<file path="config.mk">
export PLATFORM = sky130hd
export DESIGN_NAME = sru_top
export DESIGN_NICKNAME = d
export VERILOG_FILES = /design/src/rtl/sru_pkg.sv /design/src/rtl/sru_decode.sv /design/src/rtl/sru_sysregs.sv /design/src/rtl/sru_trap_seq.sv /design/src/rtl/sru_top.sv
export SDC_FILE = /design/constraint.sdc
export NUM_CORES = 2
export LEC_CHECK = 0
export BUFFER_PORTS_ARGS = -buffer_cell sky130_fd_sc_hd__buf_2
export CORE_UTILIZATION = 42
export CTS_CLUSTER_SIZE = 20
export DETAILED_ROUTE_END_ITERATION = 10
export PLACE_DENSITY = 0.71
export SYNTH_ARGS = -nofsm -noshare
export SYNTH_HDL_FRONTEND = slang
export SYNTH_SLANG_ARGS = --single-unit
</file>
<file path="constraint.sdc">
create_clock -name clk -period 4.49 [get_ports clk]
set_clock_uncertainty 0.1 [all_clocks]
set_input_delay 1.347 -clock clk [delete_from_list [all_inputs] [get_ports clk]]
set_output_delay 1.347 -clock clk [all_outputs]
set_load 0.05 [all_outputs]
</file>
<file path="src/rtl/sru_pkg.sv">
package sru_pkg;
  localparam int SEL_W      = 5;
  localparam int SLOT_SPACE = 1 << SEL_W;
  localparam int IDX_SR     = 0;
  localparam int IDX_GBR    = 1;
  localparam int IDX_VBR    = 2;
  localparam int IDX_SSR    = 3;
  localparam int IDX_SPC    = 4;
  localparam int IDX_MACH   = 5;
  localparam int IDX_MACL   = 6;
  localparam int IDX_PR     = 7;
  localparam int IDX_TRA    = 8;
  localparam int BANK_BASE  = 16;
  localparam int BANK_COUNT = 8;

  typedef enum logic [1:0] {OP_BAD, OP_COPY, OP_PUSH, OP_TRAP} op_e;

  typedef struct packed {
    op_e              op;
    logic [3:0]       rn;
    logic [SEL_W-1:0] src;
    logic [7:0]       imm;
  } dec_t;
endpackage

</file>
<file path="src/rtl/sru_decode.sv">
module sru_decode
  import sru_pkg::*;
(
  input  logic [15:0] word,
  output dec_t        dec
);
  logic             ctrl_ok, sys_ok;
  logic [SEL_W-1:0] ctrl_src, sys_src;

  always_comb begin
    ctrl_ok  = word[7] | (word[7:4] <= 4'd4);
    ctrl_src = word[7] ? (SEL_W'(BANK_BASE) | SEL_W'(word[6:4])) : SEL_W'(word[7:4]);
    sys_ok   = (word[7:6] == 2'b00) && (word[5:4] != 2'b11);
    sys_src  = SEL_W'(IDX_MACH) + SEL_W'(word[5:4]);
    dec      = '0;
    dec.op   = OP_BAD;
    dec.rn   = word[11:8];
    dec.imm  = word[7:0];
    if (word[15:12] == 4'h0 && word[3:0] == 4'h2 && ctrl_ok) begin
      dec.op  = OP_COPY;
      dec.src = ctrl_src;
    end else if (word[15:12] == 4'h0 && word[3:0] == 4'hA && sys_ok) begin
      dec.op  = OP_COPY;
      dec.src = sys_src;
    end else if (word[15:12] == 4'h4 && word[3:0] == 4'h3 && ctrl_ok) begin
      dec.op  = OP_PUSH;
      dec.src = ctrl_src;
    end else if (word[15:12] == 4'h4 && word[3:0] == 4'h2 && sys_ok) begin
      dec.op  = OP_PUSH;
      dec.src = sys_src;
    end else if (word[15:8] == 8'hC3) begin
      dec.op  = OP_TRAP;
    end
  end
endmodule

</file>
<file path="src/rtl/sru_sysregs.sv">
module sru_sysregs
  import sru_pkg::*;
#(
  parameter int XLEN = 32
) (
  input  logic             clk,
  input  logic             rst,
  input  logic             wr_en,
  input  logic [SEL_W-1:0] wr_sel,
  input  logic [XLEN-1:0]  wr_data,
  input  logic             trap_save,
  input  logic [XLEN-1:0]  save_pc,
  input  logic [7:0]       save_imm,
  input  logic [SEL_W-1:0] rd_sel,
  output logic [XLEN-1:0]  rd_data,
  input  logic [SEL_W-1:0] mon_sel,
  output logic [XLEN-1:0]  mon_data,
  output logic [XLEN-1:0]  vbr
);
  logic [XLEN-1:0] slot_val [SLOT_SPACE];
  logic [XLEN-1:0] tra_next;

  assign tra_next = {{(XLEN-10){1'b0}}, save_imm, 2'b00};

  for (genvar i = 0; i < SLOT_SPACE; i++) begin : g_slot
    if (i <= IDX_TRA || (i >= BANK_BASE && i < BANK_BASE + BANK_COUNT)) begin : g_live
      logic [XLEN-1:0] q;
      always_ff @(posedge clk) begin
        if (rst) q <= '0;
        else if (trap_save && i == IDX_SPC) q <= save_pc;
        else if (trap_save && i == IDX_SSR) q <= slot_val[IDX_SR];
        else if (trap_save && i == IDX_TRA) q <= tra_next;
        else if (wr_en && wr_sel == SEL_W'(i)) q <= wr_data;
      end
      assign slot_val[i] = q;
    end else begin : g_hole
      assign slot_val[i] = '0;
    end
  end

  assign rd_data = slot_val[rd_sel];
  assign vbr     = slot_val[IDX_VBR];

  always_ff @(posedge clk) begin
    if (rst) mon_data <= '0;
    else     mon_data <= slot_val[mon_sel];
  end


  tra_shape_chk: assert property (@(posedge clk) disable iff (rst)
    trap_save |=> (slot_val[IDX_TRA][1:0] == 2'b00 && slot_val[IDX_TRA][XLEN-1:10] == '0));

  ssr_save_wins_chk: assert property (@(posedge clk) disable iff (rst)
    (trap_save && wr_en && wr_sel == SEL_W'(IDX_SSR)) |=> slot_val[IDX_SSR] == $past(slot_val[IDX_SR]));
endmodule

</file>
<file path="src/rtl/sru_trap_seq.sv">
module sru_trap_seq #(
  parameter int              XLEN        = 32,
  parameter int              TRAP_CYCLES = 8,
  parameter logic [XLEN-1:0] VEC_OFFSET  = 'h100
) (
  input  logic            clk,
  input  logic            rst,
  input  logic            start,
  input  logic [XLEN-1:0] vbr,
  output logic            active,
  output logic            redirect_valid,
  output logic [XLEN-1:0] redirect_pc
);
  localparam int CNT_W = $clog2(TRAP_CYCLES + 1);
  logic [CNT_W-1:0] cnt_q;

  always_ff @(posedge clk) begin
    if (rst) begin
      cnt_q          <= '0;
      redirect_valid <= 1'b0;
      redirect_pc    <= '0;
    end else begin
      redirect_valid <= 1'b0;
      if (start) begin
        cnt_q <= CNT_W'(TRAP_CYCLES - 1);
      end else if (cnt_q != '0) begin
        cnt_q <= cnt_q - 1'b1;
        if (cnt_q == CNT_W'(1)) begin
          redirect_valid <= 1'b1;
          redirect_pc    <= vbr + VEC_OFFSET;
        end
      end
    end
  end

  assign active = (cnt_q != '0);


  redirect_pulse_chk: assert property (@(posedge clk) disable iff (rst)
    redirect_valid |=> !redirect_valid);

  redirect_idle_chk: assert property (@(posedge clk) disable iff (rst)
    redirect_valid |-> (!active && $past(active)));

  start_busy_chk: assert property (@(posedge clk) disable iff (rst)
    start |=> active);
endmodule

</file>
<file path="src/rtl/sru_top.sv">
module sru_top
  import sru_pkg::*;
#(
  parameter int              XLEN        = 32,
  parameter int              TRAP_CYCLES = 8,
  parameter logic [XLEN-1:0] VEC_OFFSET  = 'h100,
  parameter logic [XLEN-1:0] PUSH_STEP   = 'd4
) (
  input  logic             clk,
  input  logic             rst,
  input  logic             instr_valid,
  input  logic [15:0]      instr_word,
  input  logic [XLEN-1:0]  instr_pc,
  output logic             busy,
  output logic             illegal,
  output logic [3:0]       gpr_raddr,
  input  logic [XLEN-1:0]  gpr_rdata,
  output logic             gpr_we,
  output logic [3:0]       gpr_waddr,
  output logic [XLEN-1:0]  gpr_wdata,
  output logic             mem_req,
  output logic [XLEN-1:0]  mem_addr,
  output logic [XLEN-1:0]  mem_wdata,
  input  logic             mem_ready,
  output logic             redirect_valid,
  output logic [XLEN-1:0]  redirect_pc,
  input  logic             sys_wr_en,
  input  logic [SEL_W-1:0] sys_wr_sel,
  input  logic [XLEN-1:0]  sys_wr_data,
  input  logic [SEL_W-1:0] sys_rd_sel,
  output logic [XLEN-1:0]  sys_rd_data
);
  dec_t            dec;
  logic            accept, trap_start, trap_active;
  logic [XLEN-1:0] src_val, vbr;
  logic [3:0]      pend_rn;

  sru_decode u_dec (.word(instr_word), .dec(dec));

  assign accept     = instr_valid && !busy;
  assign trap_start = accept && dec.op == OP_TRAP;
  assign busy       = mem_req || trap_active;
  assign gpr_raddr  = instr_word[11:8];

  sru_sysregs #(.XLEN(XLEN)) u_regs (
    .clk(clk), .rst(rst),
    .wr_en(sys_wr_en), .wr_sel(sys_wr_sel), .wr_data(sys_wr_data),
    .trap_save(trap_start), .save_pc(instr_pc), .save_imm(dec.imm),
    .rd_sel(dec.src), .rd_data(src_val),
    .mon_sel(sys_rd_sel), .mon_data(sys_rd_data),
    .vbr(vbr)
  );

  sru_trap_seq #(.XLEN(XLEN), .TRAP_CYCLES(TRAP_CYCLES), .VEC_OFFSET(VEC_OFFSET)) u_trap (
    .clk(clk), .rst(rst), .start(trap_start), .vbr(vbr),
    .active(trap_active), .redirect_valid(redirect_valid), .redirect_pc(redirect_pc)
  );

  always_ff @(posedge clk) begin
    if (rst) begin
      gpr_we    <= 1'b0;
      gpr_waddr <= '0;
      gpr_wdata <= '0;
      mem_req   <= 1'b0;
      mem_addr  <= '0;
      mem_wdata <= '0;
      pend_rn   <= '0;
      illegal   <= 1'b0;
    end else begin
      gpr_we  <= 1'b0;
      illegal <= 1'b0;
      if (mem_req) begin
        if (mem_ready) begin
          mem_req   <= 1'b0;
          gpr_we    <= 1'b1;
          gpr_waddr <= pend_rn;
          gpr_wdata <= mem_addr;
        end
      end else if (accept) begin
        case (dec.op)
          OP_COPY: begin
            gpr_we    <= 1'b1;
            gpr_waddr <= dec.rn;
            gpr_wdata <= src_val;
          end
          OP_PUSH: begin
            mem_req   <= 1'b1;
            mem_addr  <= gpr_rdata - PUSH_STEP;
            mem_wdata <= src_val;
            pend_rn   <= dec.rn;
          end
          OP_BAD:  illegal <= 1'b1;
          default: ;
        endcase
      end
    end
  end


  stall_hold_chk: assert property (@(posedge clk) disable iff (rst)
    (mem_req && !mem_ready) |=> (mem_req && $stable(mem_addr) && $stable(mem_wdata) && !gpr_we));

  req_when_idle_chk: assert property (@(posedge clk) disable iff (rst)
    $rose(mem_req) |-> $past(!busy));

  illegal_quiet_chk: assert property (@(posedge clk) disable iff (rst)
    illegal |-> (!gpr_we && !mem_req && !busy));

  illegal_pulse_chk: assert property (@(posedge clk) disable iff (rst)
    illegal |=> !illegal);
endmodule

</file>
-- Word-level counts from Yosys, hierarchy flattened
Index checks and enable logic that the tools add are counted.
Widths: inputs -> output; s select.
- add/subtract/negate cells: 4
- magnitude comparators: 3
- equal/unequal tests: 27
- multiplexer cells: 42
- bitwise gates (word level): 7
- reduce and logical (&&, ||, !) cells: 47
- operators by type and width (kind ; number):
    $mux 32 ; 12
    $bmux 32 s5 ; 2
    $eq 5x5->1 const B ; 8
    $add 32x9->32 const B ; 1
    $sub 32x3->32 const B ; 1
    $logic_and 1x1->1 ; 28
    $mux 5 ; 5
    $eq 5x3->1 const B ; 4
    $mux 10 ; 2
    $mux 4 ; 4
    $ge 6x6->1 const B ; 2
    $not 5->6 ; 2
    $reduce_bool 2->1 ; 6
    $eq 5x2->1 const B ; 2
    $mux 1 ; 10
    $mux 2 ; 5
    $reduce_and 3->1 ; 3
    $eq 4x2->1 const B ; 2
    $eq 8x8->1 const B ; 1
    $mux 3 ; 2
    $reduce_or 3->1 ; 2
    $eq 5x1->1 const B ; 1
    $eq 5x4->1 const B ; 1
    $logic_not 5->1 ; 1
    other kinds (18) ; 23
- flip-flop bits (word level): 720
- input port bits: 127
- output and inout bits: 173
- word-level logic and storage cells: 161

-- Logic depth before layout (Yosys ltp)
- depth after elaboration: 14
- depth in mapped cells: 14
- depth with buffers taken out: 10

-- Modules after synthesis
A second synthesis with hierarchy kept.
- cells, all modules: 4117
- area total of the unflattened synthesis: 35456.5 µm²
- modules (own cells, without submodules) (module ; instances ; cells each ; area an instance (µm²) ; sequential area each (µm²)):
    sru_sysregs ; 1 ; 3309 ; 28636.2 ; 11531.1
    sru_top ; 1 ; 548 ; 4713.3 ; 2142.1
    sru_trap_seq ; 1 ; 215 ; 1764.2 ; 740.7
    sru_decode ; 1 ; 45 ; 342.8 ; 0.0

-- Worst setup path before layout
No wires, ideal clock.
- path kind: input -> register
- from: input port instr_word[4]
- to: register mem_wdata[31]
- setup time: 0.134 ns
- data arrival time: 3.479 ns
- required time: 4.256 ns
- path slack: 0.777 ns
- stages on the path: 12
- buffers on the path: 2
- path through: inv_1 > ha_1 > or3b_1 > buf_2 > and4_1 > nor2_1 > buf_2 > mux2_2 > a211oi_1 > o31ai_1 > nand3b_1 > o22ai_1
- word-level cells in the longest chain between the ends: 11
- elaborated cells on any way between the ends: 24
- classes of those cells: add/sub: 1; order compare: 1; eq/ne: 2; mux: 12; bitwise: 2; reduce/logical: 6
- RTL lines (element ; line ; RTL):
    start, declared ; sru_top.sv:12 ; input logic [15:0] instr_word,
    parallel branches: the longest is 11 deep, another holds $le 4x3->1 ; n/a ;
    end signal, assigned ; sru_top.sv:89 ; mem_wdata <= src_val;
    end, declared ; sru_top.sv:23 ; output logic [XLEN-1:0] mem_wdata,
Several ways; the timed one is not identified. The select of a mux whose other input is x is not followed.
A chain may end at the register's enable or synchronous reset.

-- Worst setup path after layout
- from: input port instr_word[4]
- to: register mem_wdata[3]
Same word-level chain as after synthesis.

==> impl_metrics.ini <==
[grt]
grt_overflow_total = 0
grt_pass1_vias = 33630
groute.usage.overall_pct = 34.12
grt_max_degree = 195
antenna_found_initial = 5
grt_first_pass_wirelength_mm = 221.6

[worst_setup_path]
crit_family = simple AND/OR/NAND/NOR gates
start_kind = input pin
criticalPathCategory = in2reg
cp_data_required_time_ps = 4890
reg2reg_slack_ps = 1740
crit_chain = buf_2, inv_1, ha_1, or3b_1, nand4_1, a21o_4, nor2_1, a221oi_1, buf_4, o211a_1, nand2_1, a21oi_1
cp_max_fo = 9
r2r_end = u_regs.g_slot[4].g_live.q[8]
r2r_start = u_trap.cnt_q[0]
cp-end-kind = flop
max_stage_delay_ps = 1080
worstPathArrival_ps = 4420
critPathSlowestCell = nor2_1
r2r_cells = 12
crit_buf_inv = 3

[synthesis]
netlist.area_leader.share_pct = 40.22
ys.warnings.count = 0
ys_ff_latch = 720
postSynthNetCount = 4605
synthFlopType = dfxtp_1
synth_edf_count = 0
synth_top_area_cell = dfxtp_1
synth_cell_types = 73
ys_seq_area_share_pct = 40.22
avgSynthCellArea_sq_um = 8.013
synth_area_sq_um = 35840
yosys-top-cells-count = nand2_1, dfxtp_1, a21oi_1, clkbuf_1, o21ai_0
synth_most_common_cell = nand2_1
synth.area.top_cells = dfxtp_1, nand2_1, a21oi_1
postSynthCellCount = 4472
async_flop_share_pct = 0

[layout]
seqCellArea_sq_um = 14410
nFillCells = 7939
drive_gt1_share_pct = 17.33
layout.cells.non_filler = 5799
areaGrowthSynthToFinish_pct = 16.77
design_area_sq_um = 41840
multi_input_area_sq_um = 19740
layout.nets = 4729

[power]
power.share.clock_pct = 46.1
p_per_area_nw_per_um2 = 358.5
vdd_ir_drop_max_mv = 0.2487
seqPwrFrac_pct = 43.9
internal_power_mw = 11.03
combPwrFrac_pct = 10.0
switching_share_pct = 26.45
p_leak_nw = 14.73
switchingPower_mw = 3.968

[drt]
vias = 36420
wl_mm = 151.6
drc = 0
drt_first_iter_violations = 5336
wl_per_cell_microns = 26.15
firstDrtPassIters = 7
ant_nets = 0
vias_per_cell = 6.280

[cts]
cts_resized = 0
numCtsBuffers = 77
cts_max_path_buffers = 3
cts_root_buffer = clkbuf_16
cts_tree = done
hold_buffers = 0
post_cts_buffers = 0
clkSinkCount = 720
h-tree-depth = 3
clock_latency_ps = 650
clk_pin_slew_ps = 60

[worst_hold_path]
hold_class = reg2reg
hp-start = u_trap.redirect_pc[7]
hold_end = u_trap.redirect_pc[7]
hold_depth = 2

[placement]
dp_hpwl_mm = 100.4
dp_cells = 5651
place_area_sq_um = 39110
gp_congestion = 1.014
post-place-ws_ps = 1.922
portBuffers = 299

[floorplanning]
ioPinCount = 300
core_sq_um = 84090
die-height_microns = 294.1
num_rows = 106
die_w_microns = 294.1
die-area_sq_um = 86490
initial_core_util_pct = 42.62

[sta]
holdWs_ps = 350.1
drv_slew = 0
fin_crit_sh_pct = 89.48
worst-slew-pin-transition_ps = 1459
hold_viol = 0
fin_ws_ps = 472.5
setup_tns_ps = 0
max_slew_margin_pct = 2.343
min_period_ps = 4017
max_clock_freq_ghz = 0.2489
rsz0062_at_grt = false
finalSetupViolations = 0

[job]
drv_cap = 0

[status]
outcome = complete, no violations
[state kept, by name, indices dropped and copies added, names as in the netlist, 32 cells and up]
signal and cells:
gpr_wdata 32, mem_addr 32, mem_wdata 32, u_regs.g_slot.g_live.q 512, u_regs.mon_data 32, u_regs.vbr 32
u_trap.redirect_pc 32
[per-stage QoR]
stage / utilization (%) / power, mW
finish: 49.76 / 15.00
global route: 49.75 / 15.37
CTS: 49.74 / 15.00
detailed placement: 46.51 / 8.211
global placement: 46.51 / 8.195
floorplan: - / 7.685
[layout make-up]
type / count / area share, %
multi-input cells: 3288 / 47.18
flip-flops and latches: 720 / 34.45
repair buffers: 501 / 8.372
clock buffers: 113 / 5.535
well taps: 1134 / 3.391
clock inverters: 28 / 0.9658
inverters: 8 / 0.07176
diodes: 7 / 0.04186
[worst max-delay path by stage]
stage	start	slack (ps)	end	cells past startpoint
3_3_place_gp	instr_word[4]	40	gpr_wdata[3]	12
5_1_grt	instr_word[4]	430	gpr_wdata[15]	14
3_5_place_dp	instr_word[4]	2	mem_wdata[3]	12
2_1_floorplan	instr_word[4]	780	mem_wdata[31]	12
6_report	instr_word[4]	470	mem_wdata[3]	12
4_1_cts	instr_word[4]	660	gpr_wdata[3]	12
[cell usage in the layout, fill, tap and decap left out, types with 12 or more instances in the layout]
| cell | count |
|---|---|
| a21o_1 | 20 |
| buf_12 | 37 |
| clkbuf_1 | 14 |
| buf_4 | 166 |
| o211a_1 | 28 |
| o221ai_1 | 17 |
| clkbuf_16 | 80 |
| nand4_1 | 12 |
| a2111oi_0 | 15 |
| nand3_1 | 81 |
| a21oi_1 | 574 |
| mux2i_1 | 209 |
| o211ai_1 | 17 |
| nor3_1 | 59 |
| a31oi_1 | 13 |
| buf_2 | 295 |
| a311oi_1 | 63 |
| clkbuf_8 | 20 |
| a211oi_1 | 127 |
| o21ai_0 | 237 |
| nor2_1 | 216 |
| xnor2_1 | 21 |
| a221oi_1 | 13 |
| xor2_1 | 24 |
| mux4_2 | 128 |
| nand2_1 | 1223 |
| dfxtp_1 | 720 |
| and3_1 | 51 |
[worst min-delay path: stages (launching register included)]
cell,delay [ps]
dfxtp_1,300
nand2_1,50
a21oi_1,50
[kinds of logic after synthesis]
logic type	after synthesis	synth area share [%]
DFF	720	40.22
and+or+nand+nor	1728	19.91
AOI/OAI and AO/OA	1167	19.39
adders and majority gates	6	0.2095
xor gates and xnor gates	46	1.145
muxes	341	14.01
buffers and inverters	464	5.118
[power groups by stage]
stage	Combinational, mW	Sequential, mW	Clock (mW)
2_1_floorplan	0.719	6.97	0
3_3_place_gp	1.46	6.73	0
3_5_place_dp	1.48	6.73	0
4_1_cts	1.48	6.59	6.92
5_1_grt	1.58	6.60	7.18
6_report	1.50	6.59	6.91
[metal layers]
metal	wire length, microns	GRT usage (%)
met4	11690	24.07
met5	25	0
met1	56460	44.73
met3	21340	10.09
met2	62110	47.64
(Power assumes the default switching activity.)
